==> src/rtl/isc_pkg.sv <==
package isc_pkg;
    // control word field placement (software-visible contract)
    localparam int EN_BIT   = 0;
    localparam int PRES_BIT = 1;
    localparam int DETO_LSB = 2;
    localparam int DETO_W   = 8;
    localparam int MDAT_LSB = 10;
    localparam int MDAT_W   = 5;
    localparam int BASE_LSB = 15;
    localparam int BASE_W   = 10;
    localparam int MULT_LSB = 25;
    localparam int MULT_W   = 4;
    localparam int WORD_W   = 32;
    localparam int LIM_W    = BASE_W + MULT_W + 1;
    localparam int GUARD_W  = (DETO_W > MDAT_W) ? DETO_W : MDAT_W;
    localparam logic [1:0] IFC_SLUMBER = 2'd2;

    typedef enum logic [1:0] {
        SQ_IDLE  = 2'd0,
        SQ_SLEEP = 2'd1,
        SQ_WAKE  = 2'd2
    } sq_state_e;

    typedef struct packed {
        logic              en;
        logic [DETO_W-1:0] deto;
        logic [MDAT_W-1:0] mdat;
        logic [BASE_W-1:0] base;
    } cfg_t;
endpackage

==> src/rtl/isc_cfg_reg.sv <==
module isc_cfg_reg
    import isc_pkg::*;
(
    input  logic              clk,
    input  logic              rst_n,
    input  logic              we,
    input  logic [WORD_W-1:0] wdata,
    input  logic              engine_run,
    input  logic              dev_present,
    input  logic [MULT_W-1:0] mult,
    output cfg_t              cfg,
    output logic [WORD_W-1:0] rdata
);
    cfg_t cfg_d, cfg_q;

    logic unused_wbits;
    assign unused_wbits = ^{wdata[WORD_W-1:MULT_LSB], wdata[PRES_BIT]};

    always_comb begin
        cfg_d = cfg_q;
        if (we) begin
            cfg_d.en = wdata[EN_BIT];
            if (!engine_run) begin
                cfg_d.deto = wdata[DETO_LSB +: DETO_W];
                cfg_d.mdat = wdata[MDAT_LSB +: MDAT_W];
                cfg_d.base = wdata[BASE_LSB +: BASE_W];
            end
        end
    end

    always_ff @(posedge clk or negedge rst_n) begin
        if (!rst_n) cfg_q <= '0;
        else        cfg_q <= cfg_d;
    end

    always_comb begin
        rdata                      = '0;
        rdata[EN_BIT]              = cfg_q.en & dev_present;
        rdata[PRES_BIT]            = dev_present;
        rdata[DETO_LSB +: DETO_W]  = cfg_q.deto;
        rdata[MDAT_LSB +: MDAT_W]  = cfg_q.mdat;
        rdata[BASE_LSB +: BASE_W]  = cfg_q.base;
        rdata[MULT_LSB +: MULT_W]  = mult;
    end

    assign cfg = cfg_q;

    AST_TIMING_LOCKED: assert property (@(posedge clk) disable iff (!rst_n)
        (we && engine_run) |=> ($stable(cfg_q.deto) && $stable(cfg_q.mdat) && $stable(cfg_q.base)));
endmodule

==> src/rtl/isc_idle_timer.sv <==
module isc_idle_timer
    import isc_pkg::*;
#(
    parameter int CNT_W = LIM_W
) (
    input  logic             clk,
    input  logic             rst_n,
    input  logic             tick,
    input  logic             clear,
    input  logic             run,
    input  logic [CNT_W-1:0] limit,
    output logic             expired
);
    logic [CNT_W-1:0] cnt_d, cnt_q;

    always_comb begin
        cnt_d = cnt_q;
        if (clear || !run)
            cnt_d = '0;
        else if (tick && (cnt_q < limit))
            cnt_d = cnt_q + CNT_W'(1);
    end

    always_ff @(posedge clk or negedge rst_n) begin
        if (!rst_n) cnt_q <= '0;
        else        cnt_q <= cnt_d;
    end

    assign expired = (limit != '0) && (cnt_q >= limit);

    AST_CLEAR_RESTARTS: assert property (@(posedge clk) disable iff (!rst_n)
        clear |=> !expired || ($past(limit) != limit));
    AST_ZERO_LIMIT_QUIET: assert property (@(posedge clk) disable iff (!rst_n)
        (limit == '0) |-> !expired);
endmodule

==> src/rtl/isc_seq.sv <==
module isc_seq
    import isc_pkg::*;
#(
    parameter int G_W = GUARD_W
) (
    input  logic           clk,
    input  logic           rst_n,
    input  logic           tick,
    input  logic           wake_req,
    input  logic           en_hold,
    input  logic           entry_ok,
    input  logic           expired,
    input  logic [G_W-1:0] mdat_lim,
    input  logic [G_W-1:0] deto_lim,
    output logic           devslp,
    output logic           exit_busy,
    output logic           idle_run
);
    typedef struct packed {
        sq_state_e      state;
        logic [G_W-1:0] guard;
        logic           wake;
    } seq_t;

    seq_t s_d, s_q;
    logic guard_tick;
    logic wake_any;

    assign guard_tick = tick && (s_q.guard != {G_W{1'b1}});
    assign wake_any   = s_q.wake || wake_req;

    always_comb begin
        s_d = s_q;
        unique case (s_q.state)
            SQ_IDLE: begin
                s_d.guard = '0;
                s_d.wake  = 1'b0;
                if (entry_ok && expired && !wake_req)
                    s_d.state = SQ_SLEEP;
            end
            SQ_SLEEP: begin
                if (guard_tick) s_d.guard = s_q.guard + G_W'(1);
                if (wake_req)   s_d.wake  = 1'b1;
                if ((wake_any || !en_hold) && (s_q.guard >= mdat_lim)) begin
                    s_d.state = wake_any ? SQ_WAKE : SQ_IDLE;
                    s_d.guard = '0;
                    s_d.wake  = 1'b0;
                end
            end
            SQ_WAKE: begin
                if (guard_tick) s_d.guard = s_q.guard + G_W'(1);
                if (s_q.guard >= deto_lim) begin
                    s_d.state = SQ_IDLE;
                    s_d.guard = '0;
                end
            end
            default: s_d = '0;
        endcase
    end

    always_ff @(posedge clk or negedge rst_n) begin
        if (!rst_n) s_q <= '0;
        else        s_q <= s_d;
    end

    assign devslp    = (s_q.state == SQ_SLEEP);
    assign exit_busy = (s_q.state == SQ_WAKE);
    assign idle_run  = (s_q.state == SQ_IDLE);

    AST_ENTRY_QUIET: assert property (@(posedge clk) disable iff (!rst_n)
        $rose(devslp) |-> $past(!wake_req && en_hold));
    AST_MIN_HOLD: assert property (@(posedge clk) disable iff (!rst_n)
        $fell(devslp) |-> $past(s_q.guard >= mdat_lim));
    AST_BUSY_FOLLOWS_SLEEP: assert property (@(posedge clk) disable iff (!rst_n)
        $rose(exit_busy) |-> $past(devslp));
    AST_DISABLE_NO_BUSY: assert property (@(posedge clk) disable iff (!rst_n)
        ($fell(devslp) && $past(!wake_any)) |-> !exit_busy);
endmodule

==> src/rtl/idle_sleep_ctrl.sv <==
module idle_sleep_ctrl
    import isc_pkg::*;
#(
    parameter int MDAT_DFLT = 10,
    parameter int DETO_DFLT = 20
) (
    input  logic        clk,
    input  logic        rst_n,
    input  logic        ms_tick,
    input  logic        cmd_pending,
    input  logic        cmd_issue,
    input  logic        engine_run,
    input  logic [1:0]  ifc_state,
    input  logic        slumber_only,
    input  logic        dev_present,
    input  logic [3:0]  idle_mult,
    input  logic [2:0]  lpm_block,
    input  logic        reg_we,
    input  logic [31:0] reg_wdata,
    output logic [31:0] reg_rdata,
    output logic        devslp,
    output logic        exit_busy,
    output logic [1:0]  lp_allow,
    output logic        link_hold
);
    cfg_t                cfg;
    logic [LIM_W-1:0]    idle_lim;
    logic [GUARD_W-1:0]  mdat_lim;
    logic [GUARD_W-1:0]  deto_lim;
    logic                expired;
    logic                idle_run;
    logic                wake_req;
    logic                en_hold;
    logic                entry_ok;

    isc_cfg_reg u_cfg (
        .clk         (clk),
        .rst_n       (rst_n),
        .we          (reg_we),
        .wdata       (reg_wdata),
        .engine_run  (engine_run),
        .dev_present (dev_present),
        .mult        (idle_mult),
        .cfg         (cfg),
        .rdata       (reg_rdata)
    );

    always_comb begin
        idle_lim = LIM_W'(cfg.base) * (LIM_W'(idle_mult) + LIM_W'(1));
        mdat_lim = (cfg.mdat == '0) ? GUARD_W'(MDAT_DFLT) : GUARD_W'(cfg.mdat);
        deto_lim = (cfg.deto == '0) ? GUARD_W'(DETO_DFLT) : GUARD_W'(cfg.deto);
    end

    assign wake_req = cmd_pending | cmd_issue;
    assign en_hold  = cfg.en & dev_present;
    assign entry_ok = en_hold & ~lpm_block[2]
                    & (~slumber_only | (ifc_state == IFC_SLUMBER));

    isc_idle_timer #(.CNT_W(LIM_W)) u_idle (
        .clk     (clk),
        .rst_n   (rst_n),
        .tick    (ms_tick),
        .clear   (wake_req),
        .run     (idle_run),
        .limit   (idle_lim),
        .expired (expired)
    );

    isc_seq #(.G_W(GUARD_W)) u_seq (
        .clk       (clk),
        .rst_n     (rst_n),
        .tick      (ms_tick),
        .wake_req  (wake_req),
        .en_hold   (en_hold),
        .entry_ok  (entry_ok),
        .expired   (expired),
        .mdat_lim  (mdat_lim),
        .deto_lim  (deto_lim),
        .devslp    (devslp),
        .exit_busy (exit_busy),
        .idle_run  (idle_run)
    );

    assign lp_allow  = ~lpm_block[1:0];
    assign link_hold = &lpm_block;

    AST_SLUMBER_GATE: assert property (@(posedge clk) disable iff (!rst_n)
        $rose(devslp) |-> $past(!slumber_only || (ifc_state == IFC_SLUMBER)));
    AST_BLOCK_GATE: assert property (@(posedge clk) disable iff (!rst_n)
        $rose(devslp) |-> $past(!lpm_block[2]));
    AST_BASE_NONZERO: assert property (@(posedge clk) disable iff (!rst_n)
        $rose(devslp) |-> $past(cfg.base != '0));
endmodule

==> config.mk <==
export PLATFORM = sky130hd
export DESIGN_NAME = idle_sleep_ctrl
export DESIGN_NICKNAME = d
export VERILOG_FILES = /design/src/rtl/isc_pkg.sv /design/src/rtl/isc_cfg_reg.sv /design/src/rtl/isc_idle_timer.sv /design/src/rtl/isc_seq.sv /design/src/rtl/idle_sleep_ctrl.sv
export SDC_FILE = /design/constraint.sdc
export NUM_CORES = 1
export LEC_CHECK = 0
export BUFFER_PORTS_ARGS = -buffer_cell sky130_fd_sc_hd__buf_2
export CAP_MARGIN = 20
export CORE_ASPECT_RATIO = 0.75
export CORE_UTILIZATION = 50
export CTS_BUF_LIST = sky130_fd_sc_hd__clkbuf_2 sky130_fd_sc_hd__clkbuf_4 sky130_fd_sc_hd__clkbuf_8
export CTS_CLUSTER_SIZE = 30
export DETAILED_ROUTE_END_ITERATION = 7
export PLACE_DENSITY_LB_ADDON = 0.25
export SYNTH_ARGS = -nofsm -noshare
export SYNTH_HDL_FRONTEND = slang
export SYNTH_SLANG_ARGS = --single-unit
==> constraint.sdc <==
create_clock -name clk -period 6.12 [get_ports clk]
set_input_delay 0.918 -clock clk [delete_from_list [all_inputs] [get_ports clk]]
set_output_delay 0.918 -clock clk [all_outputs]
set_load 0.01 [all_outputs]
Word level (Yosys, flattened, before mapping)
Cells that the tools add are included.

Output and inout port bits: 37. Flip-flop bits (word level): 50.

Add/subtract/negate cells: 3. $lt $le $gt $ge: 4. Equality and inequality tests: 8. Bitwise gates (word level): 10. $mul: 1. Muxes and demuxes: 12. Reductions and logical operators: 21.

Operators with widths (number): 15-bit two-way mux (2); 10-bit one-hot mux with 3 select lines (1); 8-bit two-way mux (2); 15-bit by 1-bit adder with 15-bit output, second input constant (1); 15-bit greater-or-equal comparator (1); 15-bit < comparator (1); 10-bit by 5-bit multiplier with 15-bit output (1); 15-bit nonzero test (1); 11-bit two-way mux (1); 10-bit two-way mux (1); 8-bit by 1-bit adder with 8-bit output, second input constant (1); 8-bit by 5-bit greater-or-equal comparator with 1-bit output (1); 8-bit greater-or-equal comparator (1); 8-bit zero test (1); 8-bit != test, second input constant (1); 1-bit logical AND (6); 2-bit by 1-bit != test with 1-bit output, second input constant (3); 3-bit AND reduction (2); 4-bit by 1-bit adder with 5-bit output, second input constant (1); 5-bit zero test (1); 5-bit two-way mux (1); 2-bit equality test, second input constant (2); 2-bit two-way mux (2); 1-bit inverter (4); 12 further kinds (20).

Longest topological paths before layout
Gate-level depths: netlist (run 1).

Depth after elaboration: 8. Gate-level depth with buffers: 28.

Modules after synthesis
Synthesis (run 1) repeated with hierarchy kept, for this count alone.

Cells, all modules: 575. Area total of the unflattened synthesis: 5332.6 µm².

By module, submodules not included: idle_sleep_ctrl (area each 1721.7 µm², cells an instance 213, seq. area each 0.0 µm², times used 1); isc_idle_timer (area each 1348.8 µm², cells an instance 163, seq. area each 375.4 µm², times used 1); isc_cfg_reg (area each 1253.7 µm², cells an instance 85, seq. area each 600.6 µm², times used 1); isc_seq (area each 1008.5 µm², cells an instance 114, seq. area each 275.3 µm², times used 1).

Least setup slack after synthesis (run 1)
No wires, ideal clock.

Kind: input to register. Start point: in idle_mult[0]. End point: reg u_idle.cnt_q[14]. Setup slack: -581 ps. Arrival time: 6623 ps. Cell stages on the path: 24. Path buffers: 3. Cell sequence: clkbuf_1 nand3_1 xor2_1 nor2b_1 fa_1 fa_1 inv_1 fa_1 inv_1 ha_1 clkbuf_1 or4_1 o22ai_2 o21bai_1 xnor2_1 ha_1 a21o_1 a21o_1 a21oi_1 nand2_1 or3_1 buf_2 or4_1 a21oi_1.

Longest elaborated chain between the ends: 5.

Ends and longest elaborated chain: start, declared (line idle_sleep_ctrl.sv:16) `input logic [3:0] idle_mult,`; 4-bit by 1-bit adder with 5-bit output (line idle_sleep_ctrl.sv:49) `idle_lim = LIM_W'(cfg.base) * (LIM_W'(idle_mult) + LIM_W'(1));`; 10-bit by 5-bit multiplier with 15-bit output (line idle_sleep_ctrl.sv:49); 15-bit < comparator (line isc_idle_timer.sv:20) `else if (tick && (cnt_q < limit))`; 1-bit logical AND (line isc_idle_timer.sv:20); 2-bit nonzero test (no line); end signal, assigned (line isc_idle_timer.sv:26) `else cnt_q <= cnt_d;`; end, declared (line isc_idle_timer.sv:14) `logic [CNT_W-1:0] cnt_d, cnt_q;`.

No other way between the ends. A chain may end at the register's enable or synchronous reset.

Worst setup path in the final report (run 1)
Ends and elaborated chain as after synthesis.

==> flow_summary_export.csv, run 1 <==
group,metric,value,unit
logic_synthesis,yosysTopAreaCellShare,0.2569,
setup_path,reg2reg_from,"u_cfg.cfg[1]$_DFFE_PN0P_",
setup_path,worst-path-max-fanout,7,
power,comb_power_share,0.617,
route,drcViolationCount,0,
setup_path,cpMostUsedCell,"fa_1",
setup_path,setup.worst_path.start,"idle_mult[0]",
global_routing,use_met3,0.03967,
setup_path,worstPathBufferInverterCount,4,
floorplanning,rows,30,
power,switching_share,0.4077,
floorplanning,die-area,10140,um2
route,dr.pass1.iters,5,
logic_synthesis,avgSynthCellArea,9.001,um2
timing,drv_slew,0,
logic_synthesis,synth_cells,541,
finish,final_nets,754,
finish,stdcell_area,5811,um2
hold_path,hold_path_class,"reg2reg",
setup_path,endpoint,"u_idle.cnt_q[14]$_DFFE_PN0P_",
clock_tree,root_buffer,"clkbuf_8",
global_routing,first_global_vias,3919,
logic_synthesis,syn_area,4870,um2
setup_path,slowest_stage,"fa_1",
global_routing,grtUsageTotal,0.2290,
placed_design,routabilityCongestion,0.8355,
clock_tree,path_clk_slew,0.10,ns
finish,fillCellCount,782,
clock_tree,cts_made_buffers,5,
finish,utilization,0.6293,
power,vdd.ir_drop.worst,0.1866,mV
global_routing,grt-busiest-layer,"met2",
global_routing,use_met2,0.3680,
placed_design,io_buffer_count,75,
logic_synthesis,synth_top_cell_by_area,"dfrtp_1",
job,drv_cap,0,
global_routing,grtUsageMet1,0.3273,
setup_path,path_delay_family,"adder cells",
timing,final_hold_viol_count,0,
route,via_per_inst,5.304,
power,power.switching,622.8,uW
setup_path,r2r_slack,0.54,ns
timing,fmax,160.8,MHz
global_routing,antenna_found_initial,0,
setup_path,rr_worst_depth,20,
timing,relSlewSlack,0.5174,
setup_path,start_kind,"input pin",
clock_tree,clk_latency,0.31,ns
setup_path,crit_path_end_kind,"register",
finish,drive_gt1_frac,0.3003,
floorplanning,num_io_pins,87,
logic_synthesis,netlist_top_cells_count,"inv_1 (55), ha_1 (54), dfrtp_1 (50)",
clock_tree,cts_sinks,50,
setup_path,r2r_end,"u_idle.cnt_q[14]$_DFFE_PN0P_",
setup_path,criticalPathCategory,"in2reg",
floorplanning,dieWidth,116.0,um
clock_tree,h-tree-depth,2,
floorplanning,start_util,0.5274,
placed_design,hpwl,8409,um
setup_path,cpPeakStageDelay,0.53,ns
timing,setup_ws,-0.1007,ns
global_routing,grt_pass1_wl,18290,um
status,violations,"setup timing",
setup_path,path_cells,"buf_8, ha_4, xor2_4, buf_6, and2_4, fa_1, fa_1, inv_2, fa_1, inv_1, ha_2, or4_4, o22ai_4, o21bai_1, xnor2_1, ha_1, a21o_1, a21o_1, a21oi_2, nand2_1, or3_4, or4_4, a21oi_2",
global_routing,grt_max_degree,51,
global_routing,overflow,0,
timing,finalSetupViolations,8,
route,ant_nets,0,
logic_synthesis,yosys-top-cells-area,"dfrtp_1 (26%), ha_1 (14%), fa_1 (9.9%)",
floorplanning,core,9234,um2
timing,layout_min_cycle_time,6.221,ns
logic_synthesis,ys_warn_count,0,
clock_tree,cts_tree,"done",
logic_synthesis,synth_most_common_cell,"inv_1",
timing,post-route-period-util,1.016,
timing,tightest_slew,0.7207,ns
timing,rsz0062_at_grt,"true",
finish,area_growth,19.32,%
logic_synthesis,ys_ff_latch,50,
timing,fin_skew,0.008088,ns
status,run_status,"complete, but fails checks",
logic_synthesis,async_flop_share,1.000,
floorplanning,fp.dieH,87.47,um
logic_synthesis,ys_seq_area_frac,0.2569,
route,avgRoutedWirePerCell,14.26,um
route,routed_wl,10750,um
power,seqPwrFrac,0.252,
setup_path,crit_arrival,6.46,ns
route,vias,3999,
route,dr.first_iter.drc_count,223,
logic_synthesis,synth_cell_types,53,
power,pwr_density_cell,262.9,nW/um2
power,p_leak,2.839,nW
setup_path,crit_cells,23,
placed_design,dpl_cell_area,5510,um2
logic_synthesis,ys.flop_type,"dfrtp_1",
finish,n_antenna_cell,0,
logic_synthesis,synth-edff-count,0,
power,power_frac_clock,0.131,
power,internal_power,905.0,uW
clock_tree,clockBufferDepth,2,
setup_path,crit_required,6.36,ns
## metal layers
layer,routed length [um],vias to the layer above
met1,5360,1948
met2,4988,66
met4,59,0
met5,0,-
li1,-,1979
met3,343,6
## flip-flops by register name, summed over array words and instances (netlist names)
signal        flops
u_cfg.cfg        24
u_seq.s_q        11
u_idle.cnt_q     15
## per-stage QoR
stage / TNS [ns] / hold slack (ns) / setup slack (ns) / power, mW / instances
finish: -0.4564 / 0.5094 / -0.1007 / 1.528 / 754
global route: -2.938 / 0.5451 / -0.2808 / 1.676 / 754
CTS: -0.04243 / 0.5183 / -0.04243 / 1.506 / 752
detailed placement: -6.892 / 0.4962 / -0.5336 / 1.281 / 739
global placement: -4.410 / 0.4884 / -0.3716 / 1.243 / 738
floorplan: -0.2130 / 0.4727 / -0.1606 / 0.9992 / 543
## cell usage in the layout (no fill, tap or decap), types with 8 or more instances in the layout
master and n:
and2_1 24, nand3_1 15, nand2_1 29, o21ai_0 17, mux2_2 15, nor2_1 23, buf_2 72, buf_4 44
ha_1 47, or3_1 9, nand2b_1 11, xnor2_1 10, nand4_1 8, dfrtp_1 50, fa_1 24, inv_1 54
a21oi_1 22, a21o_1 11, o21a_1 12, nor2b_1 14
## logic make-up after synthesis
group | after synthesis | share of synthesized area
AOI/OAI and AO/OA | 99 | 0.1310
buffers and inverters | 102 | 0.1038
other | 1 | 0.0007701
and+or+nand+nor | 176 | 0.1991
adders and majority gates | 78 | 0.2374
muxes | 16 | 0.03674
xor gates and xnor gates | 19 | 0.03417
DFF | 50 | 0.2569
## how the worst min path moves through the flow
stage                         startpoint                         to  slack, ns  cells past startpoint
5_1_grt        u_cfg.cfg[23]$_DFFE_PN0P_  u_cfg.cfg[23]$_DFFE_PN0P_       0.55                      1
3_3_place_gp   u_cfg.cfg[23]$_DFFE_PN0P_  u_cfg.cfg[23]$_DFFE_PN0P_       0.49                      1
6_report       u_cfg.cfg[23]$_DFFE_PN0P_  u_cfg.cfg[23]$_DFFE_PN0P_       0.51                      1
3_5_place_dp   u_cfg.cfg[23]$_DFFE_PN0P_  u_cfg.cfg[23]$_DFFE_PN0P_       0.50                      1
2_1_floorplan  u_cfg.cfg[23]$_DFFE_PN0P_  u_cfg.cfg[23]$_DFFE_PN0P_       0.47                      1
4_1_cts        u_cfg.cfg[23]$_DFFE_PN0P_  u_cfg.cfg[23]$_DFFE_PN0P_       0.52                      1
## power groups by stage
| stage | Clock (mW) | Sequential [mW] | Combinational [mW] |
|---|---|---|---|
| 2_1_floorplan | 0 | 0.378 | 0.621 |
| 5_1_grt | 0.217 | 0.390 | 1.07 |
| 6_report | 0.200 | 0.385 | 0.942 |
| 4_1_cts | 0.207 | 0.384 | 0.914 |
| 3_3_place_gp | 0 | 0.388 | 0.855 |
| 3_5_place_dp | 0 | 0.391 | 0.890 |
## layout make-up
cell class	count	area (um2)	share of cell area
tap	128	160.2	0.02756
clock buffer	6	76.32	0.01314
multi-input combinational	391	3327	0.5726
sequential	50	1251	0.2153
inverter	55	206.4	0.03553
timing repair buffer	123	782.0	0.1346
clock inverter	1	7.507	0.001292
## what timing repair did
item,CTS,global route
setup endpoints to repair,14,16
setup buffers,7,4
resized for setup,16,20
hold buffers,0,0
pin swaps,26,22
(Power assumes the default switching activity.)
==> inputs of run 2 (changes only) <==
Settings changed: SETUP_SLACK_MARGIN set to 0.02.
==> flow_summary_export.csv, run 2 (same netlist as run 1, synthesis figures left out) <==
group,metric,value,unit
timing,relSlewSlack,0.5170,
timing,post-route-period-util,1.010,
power,totalPowerFinal,1.530,mW
power,seqPwrFrac,0.252,
timing,setup_ws,-0.05991,ns
clock_tree,h-tree-depth,2,
power,power_frac_clock,0.131,
finish,drive_gt1_frac,0.3051,
clock_tree,clk_latency,0.31,ns
setup_path,crit_arrival,6.42,ns
timing,rsz0062_at_grt,"true",
power,vdd.ir_drop.worst,0.1874,mV
power,comb_power_share,0.617,
route,routed_wl,10730,um
route,dr.first_iter.drc_count,206,
floorplanning,die-area,10140,um2
timing,layout_min_cycle_time,6.180,ns
finish,layout_common_cells,"buf_2 (72), inv_1 (53), dfrtp_1 (50), ha_1 (47), buf_4 (42)",
status,violations,"setup timing",
placed_design,dpl_cell_area,5510,um2
placed_design,pre_cts_ws,-0.5336,ns
job,drv_cap,0,
timing,finalSetupViolations,7,
route,vias,3982,
setup_path,crit_path_end_kind,"register",
status,run_status,"complete, but fails checks",
power,power.switching,623.8,uW
power,p_leak,2.847,nW
power,switching_share,0.4078,
timing,fmax,161.8,MHz
clock_tree,root_buffer,"clkbuf_8",
global_routing,grtUsageTotal,0.2294,
route,avgRoutedWirePerCell,14.23,um
floorplanning,start_util,0.5274,
placed_design,io_buffer_count,75,
route,drcViolationCount,0,
global_routing,overflow,0,
route,via_per_inst,5.281,
timing,drv_slew,0,
placed_design,routabilityCongestion,0.8355,
timing,final_hold_viol_count,0,
floorplanning,fp.dieH,87.47,um
timing,tightest_slew,0.7213,ns
finish,utilization,0.6316,
hold_path,hold_path_class,"reg2reg",
global_routing,grt_max_degree,51,
finish,largest_register_ffs,24,
floorplanning,core,9234,um2
clock_tree,cts_made_buffers,5,
clock_tree,cts_tree,"done",
clock_tree,cts_sinks,50,
clock_tree,clockBufferDepth,2,
global_routing,antenna_found_initial,0,
placed_design,hpwl,8409,um
route,dr.pass1.iters,4,
finish,n_antenna_cell,0,
floorplanning,rows,30,
setup_path,criticalPathCategory,"in2reg",
power,internal_power,906.1,uW
setup_path,worst-path-max-fanout,7,
power,pwr_density_cell,262.3,nW/um2
finish,area_growth,19.76,%
timing,fin_skew,0.009092,ns
finish,stdcell_area,5832,um2
clock_tree,path_clk_slew,0.10,ns
route,ant_nets,0,
floorplanning,num_io_pins,87,
finish,final_nets,754,
finish,final_common_cell,"buf_2",
setup_path,crit_required,6.36,ns
floorplanning,dieWidth,116.0,um
global_routing,grt_pass1_wl,18330,um
setup_path,start_kind,"input pin",
global_routing,first_global_vias,3923,
## run 2: power by group through the flow
stage	sequential [mW]	combinational (mW)	clock, mW
2_1_floorplan	0.378	0.621	0
3_3_place_gp	0.388	0.855	0
3_5_place_dp	0.391	0.890	0
4_1_cts	0.384	0.916	0.207
5_1_grt	0.390	1.07	0.218
6_report	0.385	0.944	0.201
## run 2: repair_timing
action | in CTS | in global routing
setup endpoints to repair | 14 | 16
hold buffers | 0 | 0
pin swaps | 27 | 19
gates resized for setup | 18 | 23
buffers inserted | 7 | 4
## run 2: cell type report
cell class              instances  area (um2)
multi-input cells             391        3341
repair buffers                123       789.5
clock buffers                   6       76.32
clock inverters                 1       7.507
inverters                      55       206.4
well taps                     128       160.2
fillers                       786        3402
flip-flops and latches         50        1251
## run 2: per-stage QoR
stage	hold WS, ns	instances	setup TNS, ns
2_1_floorplan	0.4727	543	-0.2130
4_1_cts	0.5183	752	-0.04243
5_1_grt	0.5451	754	-3.461
3_3_place_gp	0.4884	738	-4.410
3_5_place_dp	0.4962	739	-6.892
6_report	0.5097	754	-0.1465
## run 2: path summary, 6_finish.rpt
kind	start	to	slack [ns]	cells after the start
setup / recovery	idle_mult[0]	u_idle.cnt_q[14]$_DFFE_PN0P_	-0.06	23
hold reg to reg	u_cfg.cfg[23]$_DFFE_PN0P_	u_cfg.cfg[23]$_DFFE_PN0P_	0.51	1
max in group asynchronous	rst_n	u_cfg.cfg[1]$_DFFE_PN0P_	4.95	2
setup reg to reg	u_cfg.cfg[1]$_DFFE_PN0P_	u_idle.cnt_q[14]$_DFFE_PN0P_	0.54	20
hold / removal	u_cfg.cfg[23]$_DFFE_PN0P_	u_cfg.cfg[23]$_DFFE_PN0P_	0.51	1
min in group asynchronous	rst_n	u_idle.cnt_q[11]$_DFFE_PN0P_	0.71	2
## run 2: worst max-delay path, stage by stage
cell and delay [ns]:
buf_8 0.11, ha_4 0.17, xor2_4 0.19, buf_6 0.14, and2_4 0.15, fa_1 0.50
fa_1 0.51, inv_1 0.06, fa_1 0.49, inv_1 0.04, ha_2 0.16, or4_4 0.49
o22ai_4 0.20, o21bai_1 0.10, xnor2_1 0.26, ha_1 0.30, a21o_1 0.17, a21o_1 0.18
a21oi_2 0.15, nand2_1 0.10, or3_4 0.40, or4_4 0.52, a21oi_2 0.12
## run 2: metal layers
| layer | global-route usage | part of all wire | vias to the layer above |
|---|---|---|---|
| li1 | - | - | 1982 |
| met1 | 0.3278 | 0.50 | 1915 |
| met2 | 0.3690 | 0.46 | 77 |
| met3 | 0.03967 | 0.036 | 8 |
| met4 | 0.03846 | 0.0071 | 0 |
| met5 | 0 | 0 | - |
